===== config.mk =====
export PLATFORM = sky130hd
export DESIGN_NAME = serial_reg_port
export DESIGN_NICKNAME = d
export VERILOG_FILES = /design/src/rtl/serial_reg_port.sv
export SDC_FILE = /design/constraint.sdc
export NUM_CORES = 1
export LEC_CHECK = 0
export BUFFER_PORTS_ARGS = -buffer_cell sky130_fd_sc_hd__buf_4
export CAP_MARGIN = 10
export CORE_UTILIZATION = 49
export DETAILED_ROUTE_END_ITERATION = 10
export PLACE_DENSITY_LB_ADDON = 0.3
export SLEW_MARGIN = 0
export SYNTH_ARGS = -nofsm -noshare
export SYNTH_HDL_FRONTEND = slang
export SYNTH_SLANG_ARGS = --single-unit

===== constraint.sdc =====
create_clock -name clk -period 1.7 [get_ports clk]
set_input_delay 0.255 -clock clk [delete_from_list [all_inputs] [get_ports clk]]
set_output_delay 0.255 -clock clk [all_outputs]
set_load 0.02 [all_outputs]

===== src/rtl/serial_reg_port.sv =====
module serial_reg_port #(
  parameter int ADDR_W = 4,
  parameter int DATA_W = 4,
  parameter int HOLD_W = 16,
  parameter logic [ADDR_W+DATA_W-1:0] RD_CMD = 8'h0F
) (
  input  logic                     clk,
  input  logic                     rst_n,
  input  logic                     mode_3w_i,
  input  logic                     sclk_i,
  input  logic                     cs_n_i,
  input  logic                     sdio_i,
  output logic                     sdio_o,
  output logic                     sdio_oe_o,
  output logic                     dout_o,
  input  logic [HOLD_W-1:0]        hold_i,
  output logic                     cmd_stb_o,
  output logic [ADDR_W+DATA_W-1:0] cmd_word_o,
  output logic                     wr_stb_o,
  output logic [ADDR_W-1:0]        wr_addr_o,
  output logic [DATA_W-1:0]        wr_data_o
);
  localparam int CMD_W = ADDR_W + DATA_W;
  localparam int BCW   = $clog2(CMD_W);
  localparam int RCW   = $clog2(HOLD_W);
  localparam logic [BCW-1:0] BC_LAST = BCW'(CMD_W - 1);
  localparam logic [RCW-1:0] RC_LAST = RCW'(HOLD_W - 1);

  logic [2:0]        sclk_s;
  logic [1:0]        cs_s;
  logic [1:0]        sdi_s;
  logic [CMD_W-1:0]  shreg;
  logic [BCW-1:0]    bit_cnt;
  logic [HOLD_W-1:0] rd_sh;
  logic [RCW-1:0]    rd_cnt;
  logic              rd_act, drv, dout_q, cmd_stb, wr_stb;

  wire rise   = sclk_s[1] & ~sclk_s[2];
  wire fall   = ~sclk_s[1] & sclk_s[2];
  wire cs_act = ~cs_s[1];
  wire sdi    = sdi_s[1];
  wire [CMD_W-1:0] next_word = {sdi, shreg[CMD_W-1:1]};

  always_ff @(posedge clk or negedge rst_n) begin
    if (!rst_n) begin
      sclk_s <= '0;
      cs_s   <= '1;
      sdi_s  <= '0;
    end else begin
      sclk_s <= {sclk_s[1:0], sclk_i};
      cs_s   <= {cs_s[0], cs_n_i};
      sdi_s  <= {sdi_s[0], sdio_i};
    end
  end

  always_ff @(posedge clk or negedge rst_n) begin
    if (!rst_n) begin
      shreg   <= '0;
      bit_cnt <= '0;
      rd_sh   <= '0;
      rd_cnt  <= '0;
      rd_act  <= 1'b0;
      drv     <= 1'b0;
      dout_q  <= 1'b0;
      cmd_stb <= 1'b0;
      wr_stb  <= 1'b0;
    end else begin
      cmd_stb <= 1'b0;
      wr_stb  <= 1'b0;
      if (!cs_act) begin
        bit_cnt <= '0;
        rd_act  <= 1'b0;
        drv     <= 1'b0;
      end else if (rd_act) begin
        if (fall) begin
          dout_q <= rd_sh[HOLD_W-1];
          rd_sh  <= {rd_sh[HOLD_W-2:0], 1'b0};
          drv    <= 1'b1;
        end
        if (rise) begin
          rd_cnt <= rd_cnt + 1'b1;
          if (rd_cnt == RC_LAST) begin
            rd_act <= 1'b0;
            drv    <= 1'b0;
          end
        end
      end else if (rise) begin
        shreg   <= next_word;
        bit_cnt <= (bit_cnt == BC_LAST) ? '0 : bit_cnt + 1'b1;
        if (bit_cnt == BC_LAST) begin
          cmd_stb <= 1'b1;
          wr_stb  <= (next_word != RD_CMD);
          if (next_word == RD_CMD) begin
            rd_act <= 1'b1;
            rd_sh  <= hold_i;
            rd_cnt <= '0;
          end
        end
      end
    end
  end

  assign cmd_stb_o  = cmd_stb;
  assign wr_stb_o   = wr_stb;
  assign cmd_word_o = shreg;
  assign wr_addr_o  = shreg[ADDR_W-1:0];
  assign wr_data_o  = shreg[CMD_W-1:ADDR_W];
  assign sdio_oe_o  = drv & mode_3w_i;
  assign sdio_o     = drv & mode_3w_i & dout_q;
  assign dout_o     = drv & ~mode_3w_i & dout_q;

  assert_stb_after_last_bit_R3: assert property (@(posedge clk) disable iff (!rst_n)
    cmd_stb |-> $past(rise && bit_cnt == BC_LAST && !rd_act && cs_act));

  assert_deselect_clears_R8: assert property (@(posedge clk) disable iff (!rst_n)
    !cs_act |=> (bit_cnt == '0 && !rd_act && !drv));

  assert_read_end_R7: assert property (@(posedge clk) disable iff (!rst_n)
    $fell(rd_act) |-> $past(!cs_act || (rise && rd_cnt == RC_LAST)));

  assert_data_moves_on_fall_R5: assert property (@(posedge clk) disable iff (!rst_n)
    !$stable(dout_q) |-> $past(fall));

  assert_drive_inside_read_R6: assert property (@(posedge clk) disable iff (!rst_n)
    drv |-> rd_act);
endmodule


* Word level (Yosys, flattened, before mapping) *
Cells that the tools add are included.
Widths: inputs -> output; s select.

operators by class
  reduce and logical (&&, ||, !) cells = 10
  equality and inequality tests = 6
  add/subtract/negate cells = 2
  bitwise logic cells = 11
  muxes and demuxes = 34

operators by type and width
  kind                 number
  $mux 16              5
  $mux 1               20
  $mux 4               5
  $mux 3               4
  $reduce_bool 2->1    5
  $eq 8x4->1 const B   1
  $ne 8x4->1 const B   1
  $and 1x1->1          6
  $reduce_and 3->1     2
  $not 1->1            5
  $reduce_and 5->1     1
  $add 4x1->4 const B  1
  $eq 4x4->1 const B   1
  $reduce_and 4->1     1
  $add 3x1->3 const B  1
  $eq 3x3->1 const B   1
  $ne 2x1->1 const B   1
  $ne 2x2->1 const B   1
  $reduce_and 2->1     1

storage, ports and cells
  input port bits = 22
  register bits after elaboration = 43
  logic and storage cells = 75
  output and inout bits = 21

* Logic depth before layout (Yosys ltp) *
Gate-level depths: netlist of run 1.

  depth in word-level cells = 7
  depth in mapped cells = 6

* Worst setup path before layout of run 1 *
No wires, ideal clock.

  path type = reg-to-reg
  start point = reg shreg[6], in the netlist cmd_word_o[6]
  end point = reg rd_sh[10]
  library setup time = 0.132 ns
  required time = 1.568 ns
  cell stages (with the launch flop) = 5
  arrival = 1.553 ns
  path slack = 0.015 ns
  period minus slack after synthesis = 1.685 ns
  cell sequence = dfrtp_1 or4_1 o21ai_2 buf_6 a22oi_1

between the ends
  cells in the longest elaborated chain, start to end = 3

ends and longest elaborated chain
  what                                line  text
  from (decl)                         32    logic [CMD_W-1:0] shreg;
  from (signal assigned)              88    shreg <= next_word;
  $eq 8x4->1                          93    if (next_word == RD_CMD) begin
  $reduce_bool 2->1 (no source line)  --
  $reduce_and 5->1 (no source line)   --
  to (signal assigned)                77    rd_sh <= {rd_sh[HOLD_W-2:0], 1'b0};
  to (signal assigned)                95    rd_sh <= hold_i;
  to (decl)                           34    logic [HOLD_W-1:0] rd_sh;

Every way passes these cells.
A chain may end at the register's enable or synchronous reset.

* Worst setup path after layout of run 1 *
  start point = reg shreg[6], in the netlist cmd_word_o[6]
  end point = reg rd_cnt[2]

between the ends
  cells in the longest elaborated chain, start to end = 3

ends and longest elaborated chain
  what                                line  text
  $eq 8x4->1                          93
  $reduce_bool 2->1 (no source line)  --
  $reduce_and 4->1 (no source line)   --
  to (signal assigned)                81    rd_cnt <= rd_cnt + 1'b1;
  to (decl)                           35    logic [RCW-1:0] rd_cnt;

Every way passes these cells.

==> results of run 1 <==
-- repair_timing --
item	CTS	global route
gates resized for setup	0	13
setup endpoints to repair	0	15
hold buffers	1	0
endpoints found under the hold margin	41	0
-- per-layer routing --
metal  up-vias  global-route usage (%)
met2        31                   29.02
met4         0                   6.349
met3         2                   3.947
met5         -                       0
li1        817                       -
met1       845                   28.23
-- layout make-up --
type,instances,area share [%]
clock buffers,5,2.466
inverters,4,0.5381
well taps,52,2.332
clock inverters,3,1.659
multi-input cells,129,37.22
repair buffers,61,17.09
flip-flops and latches,43,38.70
-- per-stage QoR --
step | instances | setup WS, ns | hold slack (ns)
5_1_grt | 297 | 0.004178 | 0.04083
3_5_place_dp | 288 | 0.01024 | 0.2748
2_1_floorplan | 197 | 0.01497 | -0.04059
6_report | 297 | 0.09101 | 0.05844
4_1_cts | 297 | 0.0002744 | 0.04812
3_3_place_gp | 288 | 0.1011 | 0.2773
-- critical path: stages, from the launching register on --
cell and delay [ns]:
dfrtp_1 0.38, or4_1 0.60, nor3_1 0.34, o311ai_0 0.15
-- cells in the mapped netlist, types with 2 or more instances --
cell,count,area [um2]
and2_1,2,12.51
a21oi_1,4,20.02
dfstp_2,2,52.55
buf_2,3,15.01
mux2i_1,3,30.03
and3_1,2,12.51
buf_4,10,75.07
mux2_2,24,270.3
nand3_1,2,10.01
o21ai_0,7,35.03
nand4_1,2,12.51
nand2_1,8,30.03
a211oi_1,15,112.6
clkbuf_1,6,22.52
a22oi_1,16,120.1
ha_1,4,50.05
dfrtp_1,41,1026
inv_1,4,15.01
o311ai_0,2,17.52
nor2_1,18,67.56
-- power breakdown --
group          total [mW]  internal (mW)  switching, mW
Clock               0.808          0.443          0.366
Sequential           1.21           1.11         0.0955
Combinational       0.709          0.344          0.365
Total                2.72           1.90          0.826
-- cells by family (layout without fill, tap and decap cells) --
logic type,Yosys count,count (layout),share of synthesized area [%]
and+or+nand+nor,50,50,13.43
muxes,27,27,13.60
AOI/OAI and AO/OA,48,48,15.35
adders and majority gates,4,4,2.266
DFF,43,43,48.84
buffers and inverters,25,73,6.515
-- flip-flops by register name (all words and copies together) (netlist names) --
name	count
dout_q	1
drv	1
rd_sh	16
bit_cnt	3
cmd_word_o	8
wr_stb_o	1
sclk_s	3
rd_cnt	4
cs_s	2
rd_act	1
cmd_stb_o	1
sdi_s	2
-- worst paths after layout --
path / slack [ns] / cells after the start / start / to
setup / recovery: 0.09 / 3 / cmd_word_o[6]$_DFFE_PN0P_ / rd_cnt[2]$_DFFE_PN0P_
setup reg to reg: 0.09 / 3 / cmd_word_o[6]$_DFFE_PN0P_ / rd_cnt[2]$_DFFE_PN0P_
min in group asynchronous: 0.48 / 2 / rst_n / rd_sh[0]$_DFFE_PN0P_
hold reg to reg: 0.36 / 0 / cs_s[0]$_DFF_PN1_ / cs_s[1]$_DFF_PN1_
hold / removal: 0.06 / 1 / sdio_i / sdi_s[0]$_DFF_PN0_
max in group asynchronous: 0.84 / 2 / rst_n / rd_act$_DFF_PN0_
==> impl_metrics.csv, run 1 <==
group,metric,value,unit
yosys,synth-edff-count,0,
yosys,ys_warn_count,0,
timing,rsz0062_at_grt,"false",
route,routed-wl-met2,2.129,mm
floorplanning,fp.coreArea,4354,um2
yosys,synth_seq_cells,43,
route,post-route-drc-count,0,
route,wire_per_inst,14.85,um
yosys,syn_inst,197,
route,met1_length,2.102,mm
yosys,yosysSeqAreaShare,48.84,%
route,drt_iter0_markers,120,
yosys,synth_area_per_cell,11.21,um2
floorplanning,dieWidth,69.14,um
timing,setup-tns-final,0,ns
yosys,ys.flop_type,"dfrtp_1",
yosys,synth_cell_types,42,
setup_path,crit_arrival,1.77,ns
finish,multi_input_area,1039,um2
route,ant_nets,0,
hold_path,hp-class,"input pin to flip-flop",
setup_path,critical_path_class,"flip-flop to flip-flop",
route,routed_wirelength,4.411,mm
global_routing,grt_start_max_net_pins,44,
pwr,leakage,1.173,nW
placed_design,place_area,2608,um2
finish,drive_gt1_share,44.49,%
timing,clock.fmax,621.5,MHz
placed_design,io_buffers,42,
floorplanning,pin_count,43,
job,maxCapViolCount,0,
global_routing,antenna_found_initial,0,
timing,finalMaxSlewViolations,0,
placed_design,place_hpwl,2.986,mm
clock_tree,clk_pin_slew_worst_paths,0.09,ns
pwr,p_per_area,976.3,nW/um2
timing,worstMarginPinSlew,0.5188,ns
floorplanning,dieArea,4780,um2
finish,mostFrequentLayoutCell,"buf_4",
finish,area_growth,26.35,%
finish,fin_area,2790,um2
global_routing,grt_usage,19.38,%
global_routing,gr-total-overflow,0,
finish,mostFrequentLayoutCells,"buf_4, dfrtp_1, mux2_2",
floorplanning,fp-row-count,24,
timing,min_period_over_period,94.65,%
clock_tree,cts_made_buffers,5,
finish,num-nets-final,270,
setup_path,crit_required,1.86,ns
yosys,netlist_area,2208,um2
floorplanning,die_y,69.14,um
setup_path,cp-start-kind,"flip-flop",
route,met3_length,162,um
timing,setup_viol,0,
finish,fill_cells,342,
clock_tree,cts_setup_buffers,0,
yosys,async_flop_share,100.0,%
route,vias,1695,
timing,min_period,1.609,ns
setup_path,crit_fanout,3,
finish,final_core_util,64.08,%
clock_tree,insertion_delay,0.29,ns
clock_tree,cts_sinks,43,
outcome,outcome,"complete, no violations",
finish,antennaDiodeCount,0,
global_routing,grt_pass1_wl,7.424,mm
route,top_layer,"met4",
clock_tree,cts_max_level,2,
clock_tree,root_buffer,"clkbuf_8",
finish,seqCellArea,1080,um2
timing,skew,0.005053,ns
placed_design,place_congestion,0.7983,
pwr,finalPower,2.724,mW
clock_tree,cts_tree,"built",
setup_path,endpoint_kind,"flip-flop",
timing,final-hold-violation-count,0,
clock_tree,clk_path_buf_depth,2,
pwr,irDropWorstVdd,0.0006033,V
global_routing,grt_pass1_vias,1599,
yosys,syn-num-nets,223,
timing,slew_headroom,65.41,%
floorplanning,start_util,50.72,%
route,drtPass1Iterations,4,
route,via_per_inst,5.707,
Note: power is estimated with default switching activity, not from simulation.
==> inputs of run 2 (changes only) <==
Settings changed: CORE_UTILIZATION 49 to 45.
==> run 2 against run 1 <==
Cell count rose by 4.7%. Design area is 0.76% lower. Core utilization shrank 5.5 points. Routed wire length grew 2.9%. Combinational power is essentially flat. Total power fell by 3.0%. Maximum frequency up 3.0%. Critical path depth stayed put. Hold slack improved by 0.012 ns. Clock-buffer cell count is 2 higher.
==> impl_metrics.csv, run 2 (synthesis gave the netlist of run 1 again) <==
group,metric,value,unit
setup_path,critical_path_class,"flip-flop to flip-flop",
hold_path,min-delay-start,"cs_n_i",
global_routing,grt_usage,18.58,%
timing,worstMarginPinSlew,0.5463,ns
outcome,outcome,"complete, no violations",
finish,drive_gt1_share,41.39,%
timing,min_period_over_period,91.91,%
route,drt_iter0_markers,105,
timing,setup_viol,0,
floorplanning,dieArea,5192,um2
timing,setup-tns-final,0,ns
job,maxCapViolCount,0,
global_routing,grt_start_max_net_pins,44,
timing,slew_headroom,63.58,%
clock_tree,root_buffer,"clkbuf_8",
finish,largest_register_ffs,16,
route,vias,1676,
global_routing,antenna_found_initial,0,
route,drtPass1Iterations,4,
setup_path,cp-start-kind,"flip-flop",
timing,min_period,1.563,ns
setup_path,crit_required,1.87,ns
clock_tree,cts_setup_buffers,0,
hold_path,min_to,"cs_s[0]$_DFF_PN1_",
floorplanning,pin_count,43,
setup_path,crit_arrival,1.73,ns
timing,rsz0062_at_grt,"false",
pwr,irDropWorstVdd,0.0006818,V
finish,area_growth,25.38,%
route,ant_nets,0,
placed_design,io_buffers,42,
setup_path,timing.rr.start,"rd_act$_DFF_PN0_",
finish,mostFrequentLayoutCell,"buf_4",
timing,clock.fmax,640.0,MHz
setup_path,endpoint_kind,"flip-flop",
timing,final-hold-violation-count,0,
finish,mostFrequentLayoutCells,"buf_4, dfrtp_1, mux2_2",
floorplanning,fp.coreArea,4723,um2
clock_tree,cts_tree,"built",
clock_tree,clk_path_buf_depth,2,
route,routed_wirelength,4.541,mm
placed_design,place_congestion,0.8160,
pwr,leakage,1.170,nW
global_routing,grt_pass1_wl,7.555,mm
hold_path,hp-class,"input pin to flip-flop",
finish,antennaDiodeCount,0,
finish,final_core_util,58.62,%
placed_design,place_hpwl,3.007,mm
clock_tree,cts_made_buffers,5,
floorplanning,dieWidth,72.06,um
setup_path,rr_endpoint,"cmd_word_o[7]$_DFFE_PN0P_",
timing,finalMaxSlewViolations,0,
clock_tree,cts_max_level,2,
route,post-route-drc-count,0,
floorplanning,fp-row-count,25,
timing,skew,0.009746,ns
route,wire_per_inst,14.60,um
clock_tree,clk_pin_slew_worst_paths,0.08,ns
hold_path,whs_path_depth,1,
route,via_per_inst,5.389,
floorplanning,start_util,46.75,%
finish,num-nets-final,269,
setup_path,crit_fanout,9,
floorplanning,die_y,72.06,um
clock_tree,insertion_delay,0.29,ns
setup_path,reg2regPathDepth,3,
global_routing,gr-total-overflow,0,
clock_tree,cts_sinks,43,
finish,top_register,"rd_sh",
global_routing,grt_pass1_vias,1592,
pwr,p_per_area,953.8,nW/um2
setup_path,regToRegSetupSlack,0.14,ns
==> run 2: metrics by stage <==
stage	instance area [um2]	hold WS, ns	total power [mW]	instances	setup WS [ns]
6_report	2769	0.07057	2.641	311	0.1375
2_1_floorplan	2208	-0.04059	1.657	197	0.01497
3_3_place_gp	2644	0.2851	1.926	302	0.1258
5_1_grt	2769	0.05817	2.744	311	0.008461
3_5_place_dp	2644	0.2816	1.936	302	0.1176
4_1_cts	2758	0.06493	2.657	311	0.1013
==> run 2: worst max-delay path by stage <==
| stage | startpoint | end | slack [ns] | cells past startpoint |
|---|---|---|---|---|
| finish | rd_act$_DFF_PN0_ | cmd_word_o[7]$_DFFE_PN0P_ | 0.14 | 3 |
| global route | bit_cnt[0]$_DFFE_PN0P_ | rd_sh[8]$_DFFE_PN0P_ | 0.008 | 6 |
| CTS | rd_act$_DFF_PN0_ | cmd_word_o[7]$_DFFE_PN0P_ | 0.10 | 3 |
| detailed placement | rd_act$_DFF_PN0_ | cmd_word_o[7]$_DFFE_PN0P_ | 0.12 | 3 |
| global placement | rd_act$_DFF_PN0_ | cmd_word_o[7]$_DFFE_PN0P_ | 0.13 | 3 |
| floorplan | cmd_word_o[6]$_DFFE_PN0P_ | rd_sh[10]$_DFFE_PN0P_ | 0.01 | 4 |
==> run 2: per-layer routing <==
layer	track usage [%]	wire (um)
met3	3.333	124
met5	0	0
met1	27.02	2243
met2	29.04	2132
met4	4.575	41
==> run 2: repair_timing <==
| action | 4_1_cts | 5_1_grt |
|---|---|---|
| hold endpoints to repair | 41 | 0 |
| resized for setup | 0 | 3 |
| endpoints found under the setup margin | 0 | 3 |
| hold buffers | 1 | 0 |
==> run 2: cell type report <==
class                      count  area [um2]
sequential                    43        1080
clock buffer                   7       96.34
clock inverter                 1       7.507
timing repair buffer          60       490.5
fill                         420        1954
tap                           67       83.83
multi-input combinational    129       996.0
inverter                       4       15.01
==> run 2: where the power goes <==
| group | total [mW] | internal (mW) | switching [mW] |
|---|---|---|---|
| logic | 0.706 | 0.342 | 0.364 |
| registers | 1.21 | 1.11 | 0.101 |
| clock network | 0.722 | 0.370 | 0.352 |
| total | 2.64 | 1.82 | 0.818 |
==> run 2: worst max-delay path, cell delays in order (launching register included) <==
cell	delay [ns]
dfrtp_2	0.48
nor4b_2	0.37
buf_4	0.24
mux2_2	0.35
==> inputs of run 3 (changes only) <==
Settings changed: REMOVE_ABC_BUFFERS set to 1.
==> run 3 against run 2 <==
Sequential share of layout area about the same. Clock-buffer cell count is 1 lower. Global-route usage rose by 0.35 points. Largest power group unchanged. Register-to-register slack worse by 0.08 ns.
==> impl_metrics.csv, run 3 (synthesis gave the netlist of run 1 again) <==
group,metric,value,unit
finish,stdcell_count,309,
global_routing,grt_pass1_wl,7.645,mm
outcome,outcome,"complete, no violations",
timing,final-hold-violation-count,0,
timing,min_period_over_period,96.86,%
timing,worstMarginPinSlew,0.5397,ns
setup_path,crit_arrival,1.82,ns
clock_tree,clk_path_buf_depth,2,
timing,rsz0062_at_grt,"true",
timing,clock.fmax,607.3,MHz
timing,skew,0.006142,ns
clock_tree,cts_made_buffers,5,
placed_design,io_buffers,42,
finish,largest_register_ffs,16,
setup_path,crit_required,1.87,ns
setup_path,regToRegSetupSlack,0.05,ns
route,vias,1678,
floorplanning,fp-row-count,25,
setup_path,timing.rr.start,"bit_cnt[0]$_DFFE_PN0P_",
global_routing,grt_usage,18.94,%
clock_tree,cts_setup_buffers,0,
setup_path,cp-start-kind,"flip-flop",
finish,top_register,"rd_sh",
timing,slew_headroom,64.02,%
pwr,leakage,1.161,nW
clock_tree,root_buffer,"clkbuf_8",
timing,setup_viol,0,
timing,setup-tns-final,0,ns
pwr,p_per_area,986.9,nW/um2
timing,min_period,1.647,ns
route,ant_nets,0,
setup_path,endpoint_kind,"flip-flop",
global_routing,gr-total-overflow,0,
job,maxCapViolCount,0,
clock_tree,insertion_delay,0.29,ns
floorplanning,pin_count,43,
route,via_per_inst,5.430,
clock_tree,cts_tree,"built",
route,post-route-drc-count,0,
setup_path,crit_fanout,15,
floorplanning,die_y,72.06,um
clock_tree,cts_sinks,43,
placed_design,place_hpwl,3.222,mm
setup_path,crit_start,"bit_cnt[0]$_DFFE_PN0P_",
global_routing,antenna_found_initial,0,
finish,fill_cells,415,
floorplanning,dieWidth,72.06,um
route,drt_iter0_markers,127,
placed_design,place_congestion,0.7849,
route,wire_per_inst,14.90,um
setup_path,cp-endpoint,"rd_sh[2]$_DFFE_PN0P_",
setup_path,rr_endpoint,"rd_sh[2]$_DFFE_PN0P_",
finish,mostFrequentLayoutCell,"buf_4",
finish,mostFrequentLayoutCells,"buf_4, dfrtp_1, mux2_2",
hold_path,hp-class,"input pin to flip-flop",
floorplanning,fp.coreArea,4723,um2
pwr,irDropWorstVdd,0.0005916,V
floorplanning,dieArea,5192,um2
placed_design,place_inst,300,
floorplanning,start_util,46.75,%
route,routed_wirelength,4.604,mm
finish,drive_gt1_share,42.15,%
finish,antennaDiodeCount,0,
timing,layout_setup_ws,0.05342,ns
clock_tree,cts_max_level,2,
global_routing,grt_pass1_vias,1603,
placed_design,pre_cts_slack,0.03253,ns
timing,timing.hold.ws,0.06608,ns
pwr,finalPower,2.731,mW
route,drtPass1Iterations,4,
setup_path,critical_path_class,"flip-flop to flip-flop",
clock_tree,clk_pin_slew_worst_paths,0.07,ns
global_routing,grt_start_max_net_pins,44,
setup_path,reg2regPathDepth,6,
finish,area_growth,25.33,%
timing,finalMaxSlewViolations,0,
finish,num-nets-final,267,
## run 3: cell count changes in the layout (fill, tap and decap cells not counted)
cell	delta
a211oi_2	+2
clkbuf_8	-1
buf_12	-1
buf_4	-1
ha_2	+1
clkinv_2	+1
bufinv_16	+1
clkinvlp_4	-1
ha_1	-1
a211oi_1	-2
## run 3: critical path, cell delays in order, from the launching register on
cell	delay, ns
dfrtp_1	0.38
ha_1	0.18
ha_2	0.22
nand4bb_1	0.11
buf_4	0.22
a211oi_1	0.29
a22oi_1	0.12
## run 3: worst min path at each step
stage               startpoint                     end  slack (ns)  cells past startpoint
floorplan                rst_n  bit_cnt[0]$_DFFE_PN0P_       -0.04                      0
global placement         rst_n   rd_cnt[1]$_DFFE_PN0P_        0.28                      1
detailed placement       rst_n   rd_cnt[1]$_DFFE_PN0P_        0.28                      1
CTS                     sclk_i     sclk_s[0]$_DFF_PN0_        0.06                      1
global route            sclk_i     sclk_s[0]$_DFF_PN0_        0.05                      1
finish                  sclk_i     sclk_s[0]$_DFF_PN0_        0.07                      1
## run 3: metrics by stage
stage          instance area (um2)  util, %
6_report                      2768    58.60
4_1_cts                       2744    58.09
3_5_place_dp                  2616    55.39
2_1_floorplan                 2079        -
5_1_grt                       2768    58.60
3_3_place_gp                  2616    55.39
## run 3: what timing repair did
item / in CTS / in global routing
endpoints found under the setup margin: 0 / 22
hold buffers: 1 / 0
endpoints found under the hold margin: 41 / 0
resized for setup: 0 / 6
## run 3: report_power, final
part           leakage (nW)  switching, mW  internal [mW]
Sequential            0.490         0.0970           1.11
Combinational         0.610          0.366          0.342
Clock                0.0612          0.339          0.475
## run 3: final cells by class
class / count / area (um2) / share of cell area, %
clock buffer: 6 / 82.58 / 2.984
clock inverter: 2 / 35.03 / 1.266
tap: 67 / 83.83 / 3.029
timing repair buffer: 58 / 462.9 / 16.73
multi-input combinational: 129 / 1008 / 36.44
inverter: 4 / 15.01 / 0.5425
sequential: 43 / 1080 / 39.01
## run 3: metal layers
layer	track usage (%)	share of wire [%]	vias to the layer above
met5	0	0	-
met3	4.167	2.9	6
li1	-	-	813
met2	29.87	49	31
met4	4.575	1.1	0
met1	26.82	47	828
